**config.mk**
```make
export PLATFORM = sky130hd
export DESIGN_NAME = pwm_period_timer
export DESIGN_NICKNAME = d
export VERILOG_FILES = /design/src/rtl/ptmr_pkg.sv /design/src/rtl/ptmr_ctrl.sv /design/src/rtl/ptmr_datapath.sv /design/src/rtl/pwm_period_timer.sv
export SDC_FILE = /design/constraint.sdc
export NUM_CORES = 1
export LEC_CHECK = 0
export BUFFER_PORTS_ARGS = -buffer_cell sky130_fd_sc_hd__buf_2
export CAP_MARGIN = 30
export CORE_ASPECT_RATIO = 1.2
export CORE_MARGIN = 3
export CORE_UTILIZATION = 50
export DETAILED_ROUTE_END_ITERATION = 16
export PLACE_DENSITY = 0.72
export SKIP_LAST_GASP = 1
export SLEW_MARGIN = 20
export SYNTH_ARGS = -nofsm -noshare
export SYNTH_HDL_FRONTEND = slang
export SYNTH_SLANG_ARGS = --single-unit
export TNS_END_PERCENT = 10
```
**constraint.sdc**
```tcl
create_clock -name clk -period 2.9 [get_ports clk]
set_input_delay 0.145 -clock clk [delete_from_list [all_inputs] [get_ports clk]]
set_output_delay 0.145 -clock clk [all_outputs]
set_load 0.05 [all_outputs]
```
**src/rtl/ptmr_pkg.sv**
```systemverilog
package ptmr_pkg;
  localparam int ADDR_W = 2;
  localparam logic [ADDR_W-1:0] ADDR_CTRL = 2'd0;
  localparam logic [ADDR_W-1:0] ADDR_PER  = 2'd1;
  localparam logic [ADDR_W-1:0] ADDR_CMP  = 2'd2;
  localparam logic [ADDR_W-1:0] ADDR_CNT  = 2'd3;
  localparam int CTRL_W = 11;

  localparam logic [2:0] SRC_PIN  = 3'b000;
  localparam logic [2:0] SRC_TRGA = 3'b010;
  localparam logic [2:0] SRC_TRGB = 3'b011;

  typedef struct packed {
    logic [2:0] syncSel;
    logic       syncInEn;
    logic       syncOutEn;
    logic       syncInv;
    logic       fastLoad;
    logic       irqEn;
    logic       evtFlag;
    logic       idleHalt;
    logic       run;
  } ctrl_t;

  typedef struct packed {
    logic hold;
    logic advance;
    logic restart;
    logic perWrite;
    logic perDirect;
    logic copyOnWrap;
    logic cmpWrite;
  } strobe_t;
endpackage

```
**src/rtl/ptmr_ctrl.sv**
```systemverilog
module ptmr_ctrl
  import ptmr_pkg::*;
#(
  parameter int DATA_W      = 16,
  parameter int SYNC_STAGES = 2
) (
  input  logic              clk,
  input  logic              rstN,
  input  logic              busWe,
  input  logic [ADDR_W-1:0] busAddr,
  input  logic [DATA_W-1:0] busWdata,
  input  logic              idle,
  input  logic              syncPin,
  input  logic              trigA,
  input  logic              trigB,
  input  logic              cntAtCmp,
  input  logic              boundary,
  output ctrl_t             ctrlQ,
  output strobe_t           strobe,
  output logic              syncPulse
);
  localparam int PIPE_W = SYNC_STAGES + 1;

  logic              ctrlWr;
  logic              srcRaw;
  logic              srcValid;
  logic              srcActive;
  logic [PIPE_W-1:0] syncPipe;
  logic              syncEdge;
  logic              evtHit;

  assign ctrlWr = busWe && (busAddr == ADDR_CTRL);

  always_comb begin
    srcRaw   = 1'b0;
    srcValid = 1'b0;
    case (ctrlQ.syncSel)
      SRC_PIN:  begin srcRaw = syncPin; srcValid = 1'b1; end
      SRC_TRGA: begin srcRaw = trigA;   srcValid = 1'b1; end
      SRC_TRGB: begin srcRaw = trigB;   srcValid = 1'b1; end
      default:  begin srcRaw = 1'b0;    srcValid = 1'b0; end
    endcase
    srcActive = srcValid && (srcRaw ^ ctrlQ.syncInv);
  end

  always_ff @(posedge clk or negedge rstN) begin
    if (!rstN) syncPipe[0] <= 1'b0;
    else       syncPipe[0] <= srcActive;
  end

  for (genvar s = 1; s < PIPE_W; s++) begin : g_sync
    always_ff @(posedge clk or negedge rstN) begin
      if (!rstN) syncPipe[s] <= 1'b0;
      else       syncPipe[s] <= syncPipe[s-1];
    end
  end

  assign syncEdge = syncPipe[SYNC_STAGES-1] && !syncPipe[SYNC_STAGES];

  always_comb begin
    strobe.hold       = !ctrlQ.run;
    strobe.advance    = ctrlQ.run && !(ctrlQ.idleHalt && idle);
    strobe.restart    = strobe.advance && ctrlQ.syncInEn && syncEdge;
    strobe.perWrite   = busWe && (busAddr == ADDR_PER);
    strobe.perDirect  = ctrlQ.fastLoad || !ctrlQ.run;
    strobe.copyOnWrap = !ctrlQ.fastLoad;
    strobe.cmpWrite   = busWe && (busAddr == ADDR_CMP);
  end

  assign evtHit = strobe.advance && cntAtCmp;

  always_ff @(posedge clk or negedge rstN) begin
    if (!rstN) begin
      ctrlQ     <= '0;
      syncPulse <= 1'b0;
    end else begin
      syncPulse <= boundary;
      if (ctrlWr) begin
        ctrlQ.run      <= busWdata[0];
        ctrlQ.idleHalt <= busWdata[1];
        ctrlQ.irqEn    <= busWdata[3];
        ctrlQ.fastLoad <= busWdata[4];
        if (!ctrlQ.run) begin
          ctrlQ.syncInv   <= busWdata[5];
          ctrlQ.syncOutEn <= busWdata[6];
          ctrlQ.syncInEn  <= busWdata[7];
          ctrlQ.syncSel   <= busWdata[10:8];
        end
      end
      if (evtHit)                       ctrlQ.evtFlag <= 1'b1;
      else if (ctrlWr && !busWdata[2])  ctrlQ.evtFlag <= 1'b0;
    end
  end
endmodule

```
**src/rtl/ptmr_datapath.sv**
```systemverilog
module ptmr_datapath
  import ptmr_pkg::*;
#(
  parameter int DATA_W = 16
) (
  input  logic              clk,
  input  logic              rstN,
  input  strobe_t           strobe,
  input  logic [DATA_W-1:0] busWdata,
  output logic [DATA_W-1:0] cnt,
  output logic [DATA_W-1:0] bufPer,
  output logic [DATA_W-1:0] cmpVal,
  output logic              cntAtCmp,
  output logic              boundary
);
  logic [DATA_W-1:0] actPer;
  logic              atEnd;

  assign atEnd    = (cnt >= actPer);
  assign cntAtCmp = (cnt == cmpVal);
  assign boundary = strobe.advance && (strobe.restart || atEnd);

  always_ff @(posedge clk or negedge rstN) begin
    if (!rstN) begin
      cnt <= '0;
    end else if (strobe.hold) begin
      cnt <= '0;
    end else if (strobe.advance) begin
      cnt <= boundary ? '0 : cnt + 1'b1;
    end
  end

  always_ff @(posedge clk or negedge rstN) begin
    if (!rstN) begin
      bufPer <= '0;
      actPer <= '0;
      cmpVal <= '0;
    end else begin
      if (strobe.perWrite) bufPer <= busWdata;
      if (strobe.perWrite && strobe.perDirect) actPer <= busWdata;
      else if (boundary && strobe.copyOnWrap)  actPer <= bufPer;
      if (strobe.cmpWrite) cmpVal <= busWdata;
    end
  end
endmodule

```
**src/rtl/pwm_period_timer.sv**
```systemverilog
module pwm_period_timer
  import ptmr_pkg::*;
#(
  parameter int DATA_W      = 16,
  parameter int SYNC_STAGES = 2
) (
  input  logic              clk,
  input  logic              rstN,
  input  logic              busWe,
  input  logic [1:0]        busAddr,
  input  logic [15:0]       busWdata,
  output logic [15:0]       busRdata,
  input  logic              idle,
  input  logic              syncPin,
  input  logic              trigA,
  input  logic              trigB,
  output logic              syncOut,
  output logic              evtIrq
);
  localparam int PAD_W = DATA_W - CTRL_W;

  ctrl_t             ctrlQ;
  strobe_t           strobe;
  logic              syncPulse;
  logic              cntAtCmp;
  logic              boundary;
  logic [DATA_W-1:0] cnt;
  logic [DATA_W-1:0] bufPer;
  logic [DATA_W-1:0] cmpVal;

  ptmr_ctrl #(.DATA_W(DATA_W), .SYNC_STAGES(SYNC_STAGES)) u_ctrl (
    .clk(clk), .rstN(rstN), .busWe(busWe), .busAddr(busAddr),
    .busWdata(busWdata), .idle(idle), .syncPin(syncPin), .trigA(trigA),
    .trigB(trigB), .cntAtCmp(cntAtCmp), .boundary(boundary),
    .ctrlQ(ctrlQ), .strobe(strobe), .syncPulse(syncPulse)
  );

  ptmr_datapath #(.DATA_W(DATA_W)) u_dp (
    .clk(clk), .rstN(rstN), .strobe(strobe), .busWdata(busWdata),
    .cnt(cnt), .bufPer(bufPer), .cmpVal(cmpVal),
    .cntAtCmp(cntAtCmp), .boundary(boundary)
  );

  assign syncOut = ctrlQ.syncOutEn ? (syncPulse ^ ctrlQ.syncInv) : ctrlQ.syncInv;
  assign evtIrq  = ctrlQ.evtFlag && ctrlQ.irqEn;

  always_comb begin
    case (busAddr)
      ADDR_CTRL: busRdata = {{PAD_W{1'b0}}, ctrlQ};
      ADDR_PER:  busRdata = bufPer;
      ADDR_CMP:  busRdata = cmpVal;
      default:   busRdata = cnt;
    endcase
  end
endmodule

```
# Word-level counts from Yosys, hierarchy flattened

Cells that the tools add are included.

Bits in registers: 79
Latch bits: 0
Memory bits (writable): 0
Bits in read-only memories: 0
Bits of input ports: 25
Output and inout port bits: 18
Word-level logic and storage cells: 67
Memories: 0

Add/subtract/negate cells: 1
Multipliers: 0
Div/mod/pow operators: 0
Order comparisons: 1
Equal/unequal tests: 6
Shift-type cells: 0
Multiplexer cells: 11
Bitwise logic cells: 3
Reductions and logical operators: 28

Operator list:

| kind                  | count |
|---|---|
| $mux 16               | 5 |
| $pmux 16 s3           | 1 |
| $add 16x1->16 const B | 1 |
| $eq 16x16->1          | 1 |
| $ge 16x16->1          | 1 |
| $logic_and 1x1->1     | 15 |
| $eq 3x2->1 const B    | 2 |
| $logic_not 1->1       | 5 |
| $mux 1                | 4 |
| $reduce_bool 2->1     | 2 |
| $logic_not 3->1       | 1 |
| $pmux 1 s3            | 1 |
| $reduce_or 3->1       | 1 |
| $eq 2x1->1 const B    | 1 |
| $eq 2x2->1 const B    | 1 |
| $logic_not 2->1       | 1 |
| $logic_or 1x1->1      | 2 |
| $ne 2x2->1 const B    | 1 |
| $reduce_and 2->1      | 1 |
| $xor 1x1->1           | 2 |
| $not 1->1             | 1 |

# Logic depth before layout (Yosys ltp)

Gate-level depths: netlist of run 1.

Depth in word-level cells: 10
Depth in mapped cells: 10

# Cells and area by module

Synthesis of run 1 repeated with hierarchy kept, for this count alone.

Cells, all modules: 390
Area, all modules: 4488.1 um^2

By module, submodules not included:

| module           | times used | cells an instance | area each (um^2) | sequential area each (um^2) |
|---|---|---|---|---|
| ptmr_datapath    | 1          | 311               | 3383.2           | 1601.5 |
| ptmr_ctrl        | 1          | 50                | 651.9            | 375.4 |
| pwm_period_timer | 1          | 29                | 452.9            | 0.0 |

# Worst setup path after synthesis of run 1

Ideal clock, no wire load.

Kind: flip-flop to flip-flop
Start: reg u_dp.cnt[0]
End: reg u_dp.cnt[4]
Library setup time: 83 ps
Arrival: 2352 ps
Data required time: 2817 ps
Setup slack: 465 ps
Stages on the path, launching flop included: 10
Path buffers: 1
Period minus slack after synthesis: 2435 ps
Cells stage by stage: dfrtp_1 inv_1 ha_1 nand2b_1 a2111oi_4 o31ai_4 or3_1 buf_6 or3_1 o21ai_0

Longest elaborated chain between the ends: 6
Elaborated cells on any way between the ends: 7
Those cells by class: 1 x add/sub; 1 x order compare; 3 x mux; 2 x reduce/logical

Ends and longest elaborated chain:

| item                     | line                | text |
|---|---|---|
| start: declaration       | ptmr_datapath.sv:10 | `output logic [DATA_W-1:0] cnt,` |
| start signal: assignment | ptmr_datapath.sv:29 | `cnt <= boundary ? '0 : cnt + 1'b1;` |
| $ge 16x16->1             | ptmr_datapath.sv:19 | `assign atEnd = (cnt >= actPer);` |
| $logic_or 1x1->1         | ptmr_datapath.sv:21 | `assign boundary = strobe.advance && (strobe.restart \|\| atEnd);` |
| $logic_and 1x1->1        | ptmr_datapath.sv:21 |  |
| $mux 16 (*)              | ptmr_datapath.sv:29 |  |
| $mux 16 (*)              | ptmr_datapath.sv:28 | `end else if (strobe.advance) begin` |
| $mux 16 (*)              | ptmr_datapath.sv:26 | `end else if (strobe.hold) begin` |

Mark *: on every way between the ends. The rest lies on a longest branch, timed or not. The select of a mux whose other input is x is not followed.
A chain may end at the register's enable or synchronous reset.

# Worst setup path in the final report of run 1

Start: reg u_dp.cnt[11]
End: reg u_dp.actPer[6]

Longest elaborated chain between the ends: 5

Ends and longest elaborated chain:

| item                               | line                | text |
|---|---|---|
| $ge 16x16->1                       | ptmr_datapath.sv:19 |  |
| $logic_or 1x1->1                   | ptmr_datapath.sv:21 |  |
| $logic_and 1x1->1                  | ptmr_datapath.sv:21 |  |
| $logic_and 1x1->1                  | ptmr_datapath.sv:41 | `else if (boundary && strobe.copyOnWrap) actPer <= bufPer;` |
| $reduce_bool 2->1 (no source line) | --                  |  |
| end signal: assignment             | ptmr_datapath.sv:40 | `if (strobe.perWrite && strobe.perDirect) actPer <= busWdata;` |
| end signal: assignment             | ptmr_datapath.sv:41 |  |
| end: declaration                   | ptmr_datapath.sv:16 | `logic [DATA_W-1:0] actPer;` |

No other way between the ends.

==> qor.csv, run 1 <==
stage,metric,value,unit
placement,Placer Congestion,0.846,
synthesis,sequential area share after synthesis,0.450,
synthesis,Mapped Cells,389,
synthesis,Synth top area share,0.450,
die,die area,9960,µm²
global_route,first-pass GRT wire length,16900,µm
critical_path,RR Endpoint,u_dp.actPer[6],
critical_path,reg2reg path depth,7,
clocking,CTS tree,built,
synthesis,Synth Area in Compound Gates,0.101,
die,Initial Utilization,0.527,
route,post-route antenna net violation count,0,
sta,setup_tns,0,ns
clocking,Post-CTS Setup Inserts,0,
clocking,Max Buffers Root-to-Sink,2,
sta,RSZ-0062 raised after global routing,no,
critical_path,worst r2r src,u_dp.cnt[11],
power_and_ir_drop,Comb pwr share,0.301,
placement,Port Buffer Count,42,
global_route,vias in the first global route,3259,
sta,fin crit share,0.912,
sta,fmax,378,MHz
global_route,gr ovfl total,0,
synthesis,Yosys warning total,0,
die,Cell Rows,36,
synthesis,synth top area cells,"dfrtp_1 45%, mux2_2 11%, mux4_2 5.6%, ha_1 4.8%, xor2_1 4.2%",
die,# IOs,43,
power_and_ir_drop,P_int,0.00216,W
global_route,antenna violations before repair,0,
layout,"commonest non-fill, non-tap cells in the layout","79 x dfrtp_1, 43 x mux2_2, 41 x buf_2, 30 x nand2_1, 27 x nor2_1",
critical_path,CP endpoint,u_dp.actPer[6],
synthesis,mean post-synth cell area,11.3,µm²
power_and_ir_drop,pwr dens,648,nW/µm²
clocking,Max H-tree Level,3,
sta,setup skew after layout,0.00541,ns
layout,register area,1980,µm²
synthesis,synthesized area,4400,µm²
placement,"Cell Area, Placed",4820,µm²
die,CORE AREA,8330,µm²
layout,# nets final,488,
synthesis,adder-cell share of the synthesized area,0.0484,
critical_path,"Data required, critical path",3.13,ns
synthesis,Yosys reg bits,79,
run_status,status,"complete, no violations",
critical_path,WP data arrival,2.87,ns
layout,share of cells above drive strength 1,0.305,
synthesis,combinational family with the most area after synthesis,multiplexers,
sta,pins over their slew limit,0,
power_and_ir_drop,Sw Ratio,0.336,
sta,Tmin final,2.65,ns
route,drt first pass iters,4,
critical_path,Critical Path Source Type,flip-flop,
critical_path,Crit Path Category,reg2reg,
sta,worst rel slew slack,0.374,
layout,Area growth syn-to-layout,14.2,%
critical_path,CP Max Fanout,16,
route,routed vias/inst,5.69,
clocking,Clock Sinks,79,
global_route,largest net degree at the start of global routing,47,
sta,Hold WS,0.0273,ns
synthesis,Synth async-reset ratio,1.00,
sta,"Setup violations, final",0,
critical_path,endpoint class of the critical path,flip-flop,
route,Routed WL per cell,18.4,µm
clocking,Worst-Skew Late Latency,0.35,ns
job,MaxCap Viol Count,0,
sta,worst-margin pin slew,0.937,ns
min_path,Hold Path Class,in2reg,
synthesis,most used flip-flop cell after synthesis,dfrtp_1,
critical_path,Reg2Reg Setup Slack,0.25,ns
route,DRC viols,0,
power_and_ir_drop,Sw Pwr,0.00109,W
die,DIE WIDTH,91.6,µm
synthesis,Synth cell types,45,
power_and_ir_drop,Peak VDD IR,0.322,mV
synthesis,Simple-Gate Fraction of Synth Area,0.110,
placement,Final HPWL DP,7560,µm
synthesis,number of synthesized flops with an enable pin,0,
clocking,Worst-path clk slew,0.07,ns
synthesis,syn nets,431,
layout,ant diodes,0,
route,initial DRC count,158,
layout,Filler cells,719,
power_and_ir_drop,sequential power share,0.459,
layout,Final Cell Area,5020,µm²
global_route,Global Route Usage Sum,0.223,
layout,"most common cell after layout, fill and taps aside",dfrtp_1,
die,height of the chip,109,µm
power_and_ir_drop,leakage power,2.49,nW
synthesis,"area leader, netlist",dfrtp_1,
clocking,total CTS buffers,9,
route,DR vias,3202,
layout,Multi-input gate area,2250,µm²
synthesis,post-synthesis xor/xnor area fraction,0.0458,
synthesis,mux cell area share after synthesis,0.205,
clocking,Clock Root Buffer,clkbuf_8,
critical_path,crit path launch,u_dp.cnt[11],
power_and_ir_drop,clock network power share,0.240,
sta,final-report hold violation count,0,
route,final WL,10400,µm
-- logic make-up after synthesis --
logic type | after synthesis
XOR/XNOR | 23
buffers and inverters | 36
flip-flops | 79
adder cells (fa/ha/maj) | 17
AND/OR/NAND/NOR | 99
multiplexers | 71
AO/OA/AOI/OAI | 64
-- metrics by stage --
stage | utilization | std cells | worst slack, ns | power [W]
CTS | 0.602 | 563 | 0.165 | 0.00328
global placement | 0.576 | 547 | 0.277 | 0.00245
global route | 0.602 | 563 | 0.0934 | 0.00343
floorplan | - | 389 | 0.465 | 0.00222
detailed placement | 0.579 | 548 | 0.169 | 0.00249
finish | 0.602 | 563 | 0.255 | 0.00325
-- power by group through the flow --
stage	Combinational, W	Clock, W	Sequential [W]
6_report	0.000980	0.000781	0.00149
5_1_grt	0.00107	0.000841	0.00152
4_1_cts	0.000985	0.000801	0.00149
3_5_place_dp	0.000978	0	0.00151
3_3_place_gp	0.000951	0	0.00150
2_1_floorplan	0.000759	0	0.00146
-- worst min-delay path by stage --
stage | depth (start not counted) | slack, ns | from | endpoint
after global placement | 0 | 0.35 | u_ctrl.syncPipe[0] | u_ctrl.syncPipe[1]
after floorplan | 0 | -0.15 | rstN | u_ctrl.ctrlQ[0]
after global routing | 3 | 0.02 | busWdata[3] | u_ctrl.ctrlQ[3]
after CTS | 3 | 0.01 | busWdata[3] | u_ctrl.ctrlQ[3]
after detailed placement | 1 | 0.14 | rstN | u_ctrl.ctrlQ[7]
final | 3 | 0.03 | busWdata[3] | u_ctrl.ctrlQ[3]
-- worst max-delay path, cell delays in order (launching register included) --
cell and delay, ns:
dfrtp_1 0.45, ha_1 0.35, nand4_1 0.16, or4_4 0.56
o31ai_4 0.33, o21ai_4 0.30, mux2i_1 0.28, a21oi_1 0.09
-- sequential cells by signal, summed over array words and instances (netlist names) --
register and cells:
u_dp.cnt 16, u_ctrl.ctrlQ 11, u_dp.cmpVal 16, u_ctrl.syncPipe 3, u_dp.bufPer 16, u_dp.actPer 16
u_ctrl.syncPulse 1
-- Yosys cell counts (2+ instances only) --
cell type   n
nor2_1     27
buf_1       2
o21ai_0    13
a21o_1      4
o211a_1     2
nand4_1     2
nor3b_1     5
mux2_2     43
nand3b_1    2
nand2_1    30
nor3_1      2
xor2_1     21
clkbuf_1   11
mux4_2     11
xnor2_1     2
and3_1      4
o21a_1      3
mux2i_1    17
dfrtp_1    79
a21oi_1    24
a22o_1      7
a41oi_1     2
nor4_1      5
a31oi_1     3
buf_6       2
or3_1       2
inv_1      18
ha_1       17
nand2b_1    2
nand3_1    12
-- layout make-up --
class                      instances  share of cell area
sequential                        79               0.394
inverter                          18              0.0135
clock inverter                     1             0.00598
timing repair buffer              64              0.0798
tap                              114              0.0284
multi-input combinational        274               0.449
clock buffer                      13              0.0297
-- what timing repair did --
item	4_1_cts	5_1_grt
endpoints found under the hold margin	33	0
gates resized for setup	0	1
endpoints found under the setup margin	0	1
hold buffers	1	0
-- layer usage --
metal / share of wire / vias to the layer above / routed length [µm] / global-route usage
met1: 0.43 / 1606 / 4450 / 0.286
li1: - / 1508 / - / -
met5: 0 / - / 0 / 0
met3: 0.044 / 15 / 458 / 0.0366
met4: 0.022 / 0 / 229 / 0.0830
met2: 0.51 / 73 / 5240 / 0.381
(Power assumes the default switching activity.)
==> run 2: changes to the inputs <==
--- a/config.mk
+++ b/config.mk
@@ -8,7 +8,7 @@
 export BUFFER_PORTS_ARGS = -buffer_cell sky130_fd_sc_hd__buf_2
 export CAP_MARGIN = 30
 export CORE_ASPECT_RATIO = 1.2
-export CORE_MARGIN = 3
+export CORE_MARGIN = 2
 export CORE_UTILIZATION = 50
 export DETAILED_ROUTE_END_ITERATION = 16
 export PLACE_DENSITY = 0.72
@@ -17,4 +17,3 @@
 export SYNTH_ARGS = -nofsm -noshare
 export SYNTH_HDL_FRONTEND = slang
 export SYNTH_SLANG_ARGS = --single-unit
-export TNS_END_PERCENT = 10
==> run 2 against run 1 <==
Final cell count grew 0.18%. Global-route usage grew 0.78 points. Largest cell class unchanged. Sequential power is essentially flat. Largest power group unchanged. Count of clock-buffer cells in the layout shrank 3. Critical path depth grew 1. Total power grew 0.16%. First-iteration DRC count grew 54%. Combinational power shrank 2.2%. Register-to-register slack lost 0.05 ns.
==> qor.csv, run 2 (synthesis gave the netlist of run 1 again) <==
stage,metric,value,unit,change
sta,Tmin final,2.70,ns,+0.0537 ns
route,drt first pass iters,6,,+2
route,final WL,10100,µm,-2.4%
route,routed vias/inst,5.70,,+0.23%
layout,Area growth syn-to-layout,13.6,%,
sta,"Setup violations, final",0,,unchanged
sta,worst-margin pin slew,0.789,ns,-0.148 ns
power_and_ir_drop,pwr dens,652,nW/µm²,+0.64%
placement,Final HPWL DP,7320,µm,-3.1%
critical_path,"slowest stage delay, CP",0.57,ns,about the same
placement,Placer Congestion,0.889,,+5.0%
layout,share of cells above drive strength 1,0.304,,-0.000872
power_and_ir_drop,Sw Ratio,0.345,,+0.00870
critical_path,CP max stage cell,or4_4,,
critical_path,CP Max Fanout,12,,-4
die,Cell Rows,37,,+2.8%
layout,# nets final,485,,-0.61%
critical_path,CP Buf/Inv Count,1,,+1
sta,final-report hold violation count,0,,unchanged
placement,Port Buffer Count,42,,unchanged
critical_path,Reg2Reg Setup Slack,0.20,ns,-0.05 ns
job,MaxCap Viol Count,0,,unchanged
sta,fin crit share,0.931,,+0.0185
critical_path,reg2reg path depth,8,,+1
route,DR vias,3215,,+0.41%
critical_path,Critical Path Source Type,flip-flop,,
placement,Placed Cells,548,,unchanged
layout,Filler cells,755,,+5.0%
clocking,Clock Sinks,79,,unchanged
power_and_ir_drop,clock network power share,0.249,,+0.009
power_and_ir_drop,sequential power share,0.457,,-0.002
power_and_ir_drop,Comb pwr share,0.294,,-0.007
global_route,vias in the first global route,3222,,-1.1%
min_path,HP Start,busWdata[3],,
power_and_ir_drop,Peak VDD IR,0.381,mV,+18%
sta,setup_tns,0,ns,unchanged
route,initial DRC count,244,,+54%
sta,fmax,370,MHz,-2.0%
clocking,Worst-Skew Late Latency,0.36,ns,about the same
critical_path,Crit Path Category,reg2reg,,
critical_path,CP Cell Sequence,ha_1 -> nand4_1 -> or4_4 -> o31ai_4 -> or3_1 -> buf_4 -> o21ai_0 -> a21o_1,,
layout,"commonest non-fill, non-tap cells in the layout","79 x dfrtp_1, 43 x mux2_2, 41 x buf_2, 30 x nand2_1, 27 x nor2_1",,
clocking,Clock Root Buffer,clkbuf_8,,
sta,RSZ-0062 raised after global routing,no,,
clocking,Post-CTS Setup Inserts,0,,unchanged
critical_path,crit path launch,u_dp.cnt[11],,
route,DRC viols,0,,unchanged
power_and_ir_drop,leakage power,2.47,nW,-1.0%
layout,ant diodes,0,,unchanged
global_route,antenna violations before repair,0,,unchanged
die,height of the chip,107,µm,-1.8%
die,CORE AREA,8560,µm²,+2.8%
sta,setup skew after layout,0.0150,ns,+0.00964 ns
critical_path,WP data arrival,2.95,ns,+0.08 ns
power_and_ir_drop,P_int,0.00213,W,-1.2%
critical_path,RR Endpoint,u_dp.cnt[9],,
clocking,Max H-tree Level,3,,unchanged
clocking,Max Buffers Root-to-Sink,2,,unchanged
critical_path,CP endpoint,u_dp.cnt[9],,
layout,register area,1980,µm²,unchanged
clocking,total CTS buffers,9,,unchanged
die,DIE WIDTH,89.6,µm,-2.2%
critical_path,"Data required, critical path",3.15,ns,+0.02 ns
route,Routed WL per cell,18.0,µm,-2.6%
critical_path,Top delay family on crit path,simple AND/OR/NAND/NOR gates,,
clocking,Worst-path clk slew,0.09,ns,+0.02 ns
route,post-route antenna net violation count,0,,unchanged
layout,Multi-input gate area,2250,µm²,-0.22%
die,# IOs,43,,unchanged
global_route,gr ovfl total,0,,unchanged
power_and_ir_drop,Sw Pwr,0.00112,W,+2.8%
layout,fin cells,564,,+0.18%
critical_path,worst r2r src,u_dp.cnt[11],,
run_status,status,"complete, no violations",,
global_route,Global Route Usage Sum,0.231,,+0.00783
die,die area,9560,µm²,-4.0%
global_route,first-pass GRT wire length,16600,µm,-2.0%
die,Initial Utilization,0.513,,-0.0143
layout,"most common cell after layout, fill and taps aside",dfrtp_1,,
global_route,largest net degree at the start of global routing,42,,-11%
sta,pins over their slew limit,0,,unchanged
sta,Hold WS,0.0162,ns,-0.0111 ns
min_path,Hold Path Class,in2reg,,
sta,worst rel slew slack,0.472,,+0.0984
clocking,CTS tree,built,,
critical_path,endpoint class of the critical path,flip-flop,,
critical_path,Worst path depth,8,,+1
## run 2: how the worst min path moves through the flow
stage | cells past startpoint | to | slack, ns
finish | 3 | u_ctrl.ctrlQ[3] | 0.02
global route | 3 | u_ctrl.ctrlQ[3] | 0.03
CTS | 3 | u_ctrl.ctrlQ[3] | 0.01
detailed placement | 1 | u_dp.cmpVal[1] | 0.16
global placement | 0 | u_ctrl.syncPipe[1] | 0.35
floorplan | 0 | u_ctrl.ctrlQ[0] | -0.15
## run 2: layer usage
| metal | GRT usage | vias to the layer above | part of all wire |
|---|---|---|---|
| met2 | 0.355 | 72 | 0.50 |
| met3 | 0.0308 | 15 | 0.041 |
| met5 | 0 | - | 0 |
| li1 | - | 1508 | - |
| met4 | 0.0959 | 0 | 0.023 |
| met1 | 0.326 | 1620 | 0.44 |
## run 2: through the flow
stage	area [µm²]	power, W	setup WS [ns]	util
2_1_floorplan	4400	0.00222	0.465	-
3_3_place_gp	4780	0.00244	0.247	0.558
3_5_place_dp	4800	0.00247	0.232	0.560
4_1_cts	4990	0.00328	0.223	0.583
5_1_grt	4990	0.00344	0.0395	0.583
6_report	4990	0.00326	0.201	0.583
## run 2: layout make-up
cell class / instances / share of cell area
multi-input cells: 274 / 0.450
flip-flops and latches: 79 / 0.396
repair buffers: 61 / 0.0741
well taps: 117 / 0.0293
clock buffers: 10 / 0.0256
inverters: 18 / 0.0135
clock inverters: 5 / 0.0118
## run 2: power by group through the flow
| stage | clock [W] | sequential (W) | combinational (W) |
|---|---|---|---|
| finish | 0.000810 | 0.00149 | 0.000958 |
| global route | 0.000867 | 0.00152 | 0.00105 |
| CTS | 0.000827 | 0.00149 | 0.000967 |
| detailed placement | 0 | 0.00151 | 0.000962 |
| global placement | 0 | 0.00150 | 0.000937 |
| floorplan | 0 | 0.00146 | 0.000759 |
## run 2: repair_timing
| item | CTS | global route |
|---|---|---|
| hold buffers | 1 | 0 |
| resized for setup | 0 | 0 |
| hold endpoints to repair | 40 | 0 |
## run 2: worst reg2reg max path: stages (launching register included)
cell and delay, ns:
dfrtp_1 0.47, ha_1 0.36, nand4_1 0.16, or4_4 0.57
o31ai_4 0.32, or3_1 0.22, buf_4 0.20, o21ai_0 0.11
a21o_1 0.20
==> run 3: changes to the inputs <==
--- a/config.mk
+++ b/config.mk
@@ -5,13 +5,13 @@
 export SDC_FILE = /design/constraint.sdc
 export NUM_CORES = 1
 export LEC_CHECK = 0
-export BUFFER_PORTS_ARGS = -buffer_cell sky130_fd_sc_hd__buf_2
 export CAP_MARGIN = 30
 export CORE_ASPECT_RATIO = 1.2
 export CORE_MARGIN = 2
 export CORE_UTILIZATION = 50
 export DETAILED_ROUTE_END_ITERATION = 16
-export PLACE_DENSITY = 0.72
+export DONT_BUFFER_PORTS = 1
+export PLACE_DENSITY = 0.68
 export SKIP_LAST_GASP = 1
 export SLEW_MARGIN = 20
 export SYNTH_ARGS = -nofsm -noshare
==> run 3 against run 2 <==
Non-clock buffer count is 26 lower. Register-to-register slack better by 0.02 ns. Largest cell class unchanged. Utilization is 0.088 points higher. Sequential share of layout area is 0.059 points lower. Count of clock-buffer cells in the layout unchanged. Critical path type unchanged.
==> qor.csv, run 3 (synthesis gave the netlist of run 1 again) <==
stage,metric,value,unit,change
global_route,largest net degree at the start of global routing,80,,+90%
min_path,Hold Path Class,in2reg,,
clocking,Clock Sinks,79,,unchanged
clocking,Post-CTS Setup Inserts,0,,unchanged
run_status,status,"complete, no violations",,
clocking,Worst-Skew Late Latency,0.35,ns,about the same
global_route,vias in the first global route,3245,,+0.71%
sta,"Setup violations, final",0,,unchanged
global_route,gr ovfl total,0,,unchanged
die,Initial Utilization,0.513,,unchanged
placement,Port Buffer Count,0,,-100%
power_and_ir_drop,sequential power share,0.445,,-0.012
job,MaxCap Viol Count,0,,unchanged
power_and_ir_drop,P_int,0.00224,W,+5.0%
die,die area,9560,µm²,unchanged
placement,Placed Cells,505,,-7.8%
clocking,Max Buffers Root-to-Sink,2,,unchanged
layout,"commonest non-fill, non-tap cells in the layout","79 x dfrtp_1, 43 x mux2_2, 30 x nand2_1, 27 x nor2_1, 24 x a21oi_1",,
sta,Tmin final,2.68,ns,-0.0157 ns
sta,RSZ-0062 raised after global routing,no,,
critical_path,Critical Path Source Type,flip-flop,,
die,height of the chip,107,µm,unchanged
sta,setup skew after layout,0.00866,ns,-0.00638 ns
power_and_ir_drop,pwr dens,671,nW/µm²,+2.9%
die,# IOs,43,,unchanged
layout,share of cells above drive strength 1,0.227,,-0.0768
critical_path,"Data required, critical path",3.12,ns,-0.03 ns
layout,# nets final,459,,-5.4%
route,post-route antenna net violation count,0,,unchanged
die,DIE WIDTH,89.6,µm,unchanged
sta,final-report hold violation count,0,,unchanged
global_route,Global Route Usage Sum,0.240,,+0.00915
critical_path,Crit Path Category,reg2reg,,
layout,fin cells,539,,-4.4%
clocking,Clock Root Buffer,clkbuf_8,,
sta,worst rel slew slack,0.463,,-0.00930
sta,fmax,373,MHz,+0.59%
clocking,CTS tree,built,,
sta,setup_tns,0,ns,unchanged
power_and_ir_drop,clock network power share,0.275,,+0.026
power_and_ir_drop,Peak VDD IR,0.360,mV,-5.6%
clocking,total CTS buffers,9,,unchanged
route,drt first pass iters,5,,-1
power_and_ir_drop,Comb pwr share,0.281,,-0.013
route,initial DRC count,231,,-5.3%
clocking,# resized after CTS,0,,unchanged
clocking,Max H-tree Level,3,,unchanged
route,DR vias,3104,,-3.5%
placement,Final HPWL DP,7280,µm,-0.61%
sta,Hold WS,0.0139,ns,-0.00221 ns
critical_path,CP Max Fanout,16,,+4
die,CORE AREA,8560,µm²,unchanged
critical_path,endpoint class of the critical path,flip-flop,,
layout,Area growth syn-to-layout,13.8,%,
sta,pins over their slew limit,0,,unchanged
global_route,antenna violations before repair,0,,unchanged
route,DRC viols,0,,unchanged
sta,fin crit share,0.925,,-0.00543
route,final WL,10500,µm,+3.7%
sta,worst-margin pin slew,0.802,ns,+0.0139 ns
route,Routed WL per cell,19.5,µm,+8.5%
power_and_ir_drop,leakage power,2.39,nW,-3.4%
layout,"most common cell after layout, fill and taps aside",dfrtp_1,,
power_and_ir_drop,Sw Pwr,0.00111,W,-0.79%
clocking,Worst-path clk slew,0.08,ns,about the same
global_route,first-pass GRT wire length,17100,µm,+3.5%
placement,Placer Congestion,0.902,,+1.5%
die,Cell Rows,37,,unchanged
route,routed vias/inst,5.76,,+1.0%
critical_path,WP data arrival,2.90,ns,-0.05 ns
layout,ant diodes,0,,unchanged
power_and_ir_drop,Sw Ratio,0.332,,-0.0128
[run 3: changes by cell type in the layout (fill, tap and decap cells not counted)]
cell and delta:
clkinvlp_4 -1, clkinv_2 -1, clkbuf_1 -1, buf_2 -41
dlygate4sd3_1 +16, buf_12 -1, buf_4 -2, clkinv_4 +3
inv_6 -1, buf_16 +1, buf_8 +1, clkbuf_8 +1
bufinv_16 +1
[run 3: metal layers]
| metal | routed length [µm] | global-route usage | vias to the layer above |
|---|---|---|---|
| li1 | - | - | 1455 |
| met4 | 233 | 0.0885 | 0 |
| met1 | 4550 | 0.330 | 1534 |
| met2 | 5060 | 0.371 | 101 |
| met5 | 0 | 0 | - |
| met3 | 660 | 0.0516 | 14 |
[run 3: cell type report]
cell class	instances	area [µm²]
Sequential cell	79	1980
Timing Repair Buffer	35	333
Fill cell	739	3560
Tap cell	117	146
Clock inverter	6	93.8
Inverter	18	67.6
Multi-Input combinational cell	274	2250
Clock buffer	10	138
[run 3: through the flow]
step | area [µm²] | power [W] | util | setup WS (ns)
floorplan | 4400 | 0.00222 | - | 0.465
global placement | 4560 | 0.00237 | 0.532 | 0.282
detailed placement | 4570 | 0.00240 | 0.534 | 0.232
CTS | 5000 | 0.00338 | 0.584 | 0.200
global route | 5000 | 0.00355 | 0.584 | 0.0670
finish | 5000 | 0.00336 | 0.584 | 0.217
[run 3: timing repair]
item	4_1_cts	5_1_grt
endpoints found under the hold margin	137	0
hold buffers	18	0
endpoints found under the setup margin	0	0
[run 3: power groups by stage]
stage / sequential, W / clock (W) / combinational (W)
after floorplan: 0.00146 / 0 / 0.000759
after global placement: 0.00150 / 0 / 0.000862
after detailed placement: 0.00151 / 0 / 0.000887
after CTS: 0.00149 / 0.000943 / 0.000945
after global routing: 0.00152 / 0.000988 / 0.00104
final: 0.00149 / 0.000922 / 0.000942
[run 3: worst paths after layout]
kind / slack, ns / cells after the start / to / from
max: 0.22 / 7 / u_dp.actPer[0] / u_dp.cnt[13]
min: 0.01 / 2 / u_dp.actPer[0] / busWdata[0]
max reg2reg: 0.22 / 7 / u_dp.actPer[0] / u_dp.cnt[13]
min reg2reg: 0.39 / 0 / u_ctrl.syncPipe[1] / u_ctrl.syncPipe[0]
max in group asynchronous: 2.24 / 2 / u_dp.cnt[5] / rstN
min in group asynchronous: 0.35 / 2 / u_dp.cmpVal[13] / rstN
[run 3: critical path, cell delays in order (launching register included)]
cell and delay (ns):
dfrtp_1 0.49, ha_1 0.37, nand4_2 0.15, or4_4 0.58
o31ai_4 0.33, o21ai_4 0.29, mux2i_1 0.26, a21oi_1 0.09
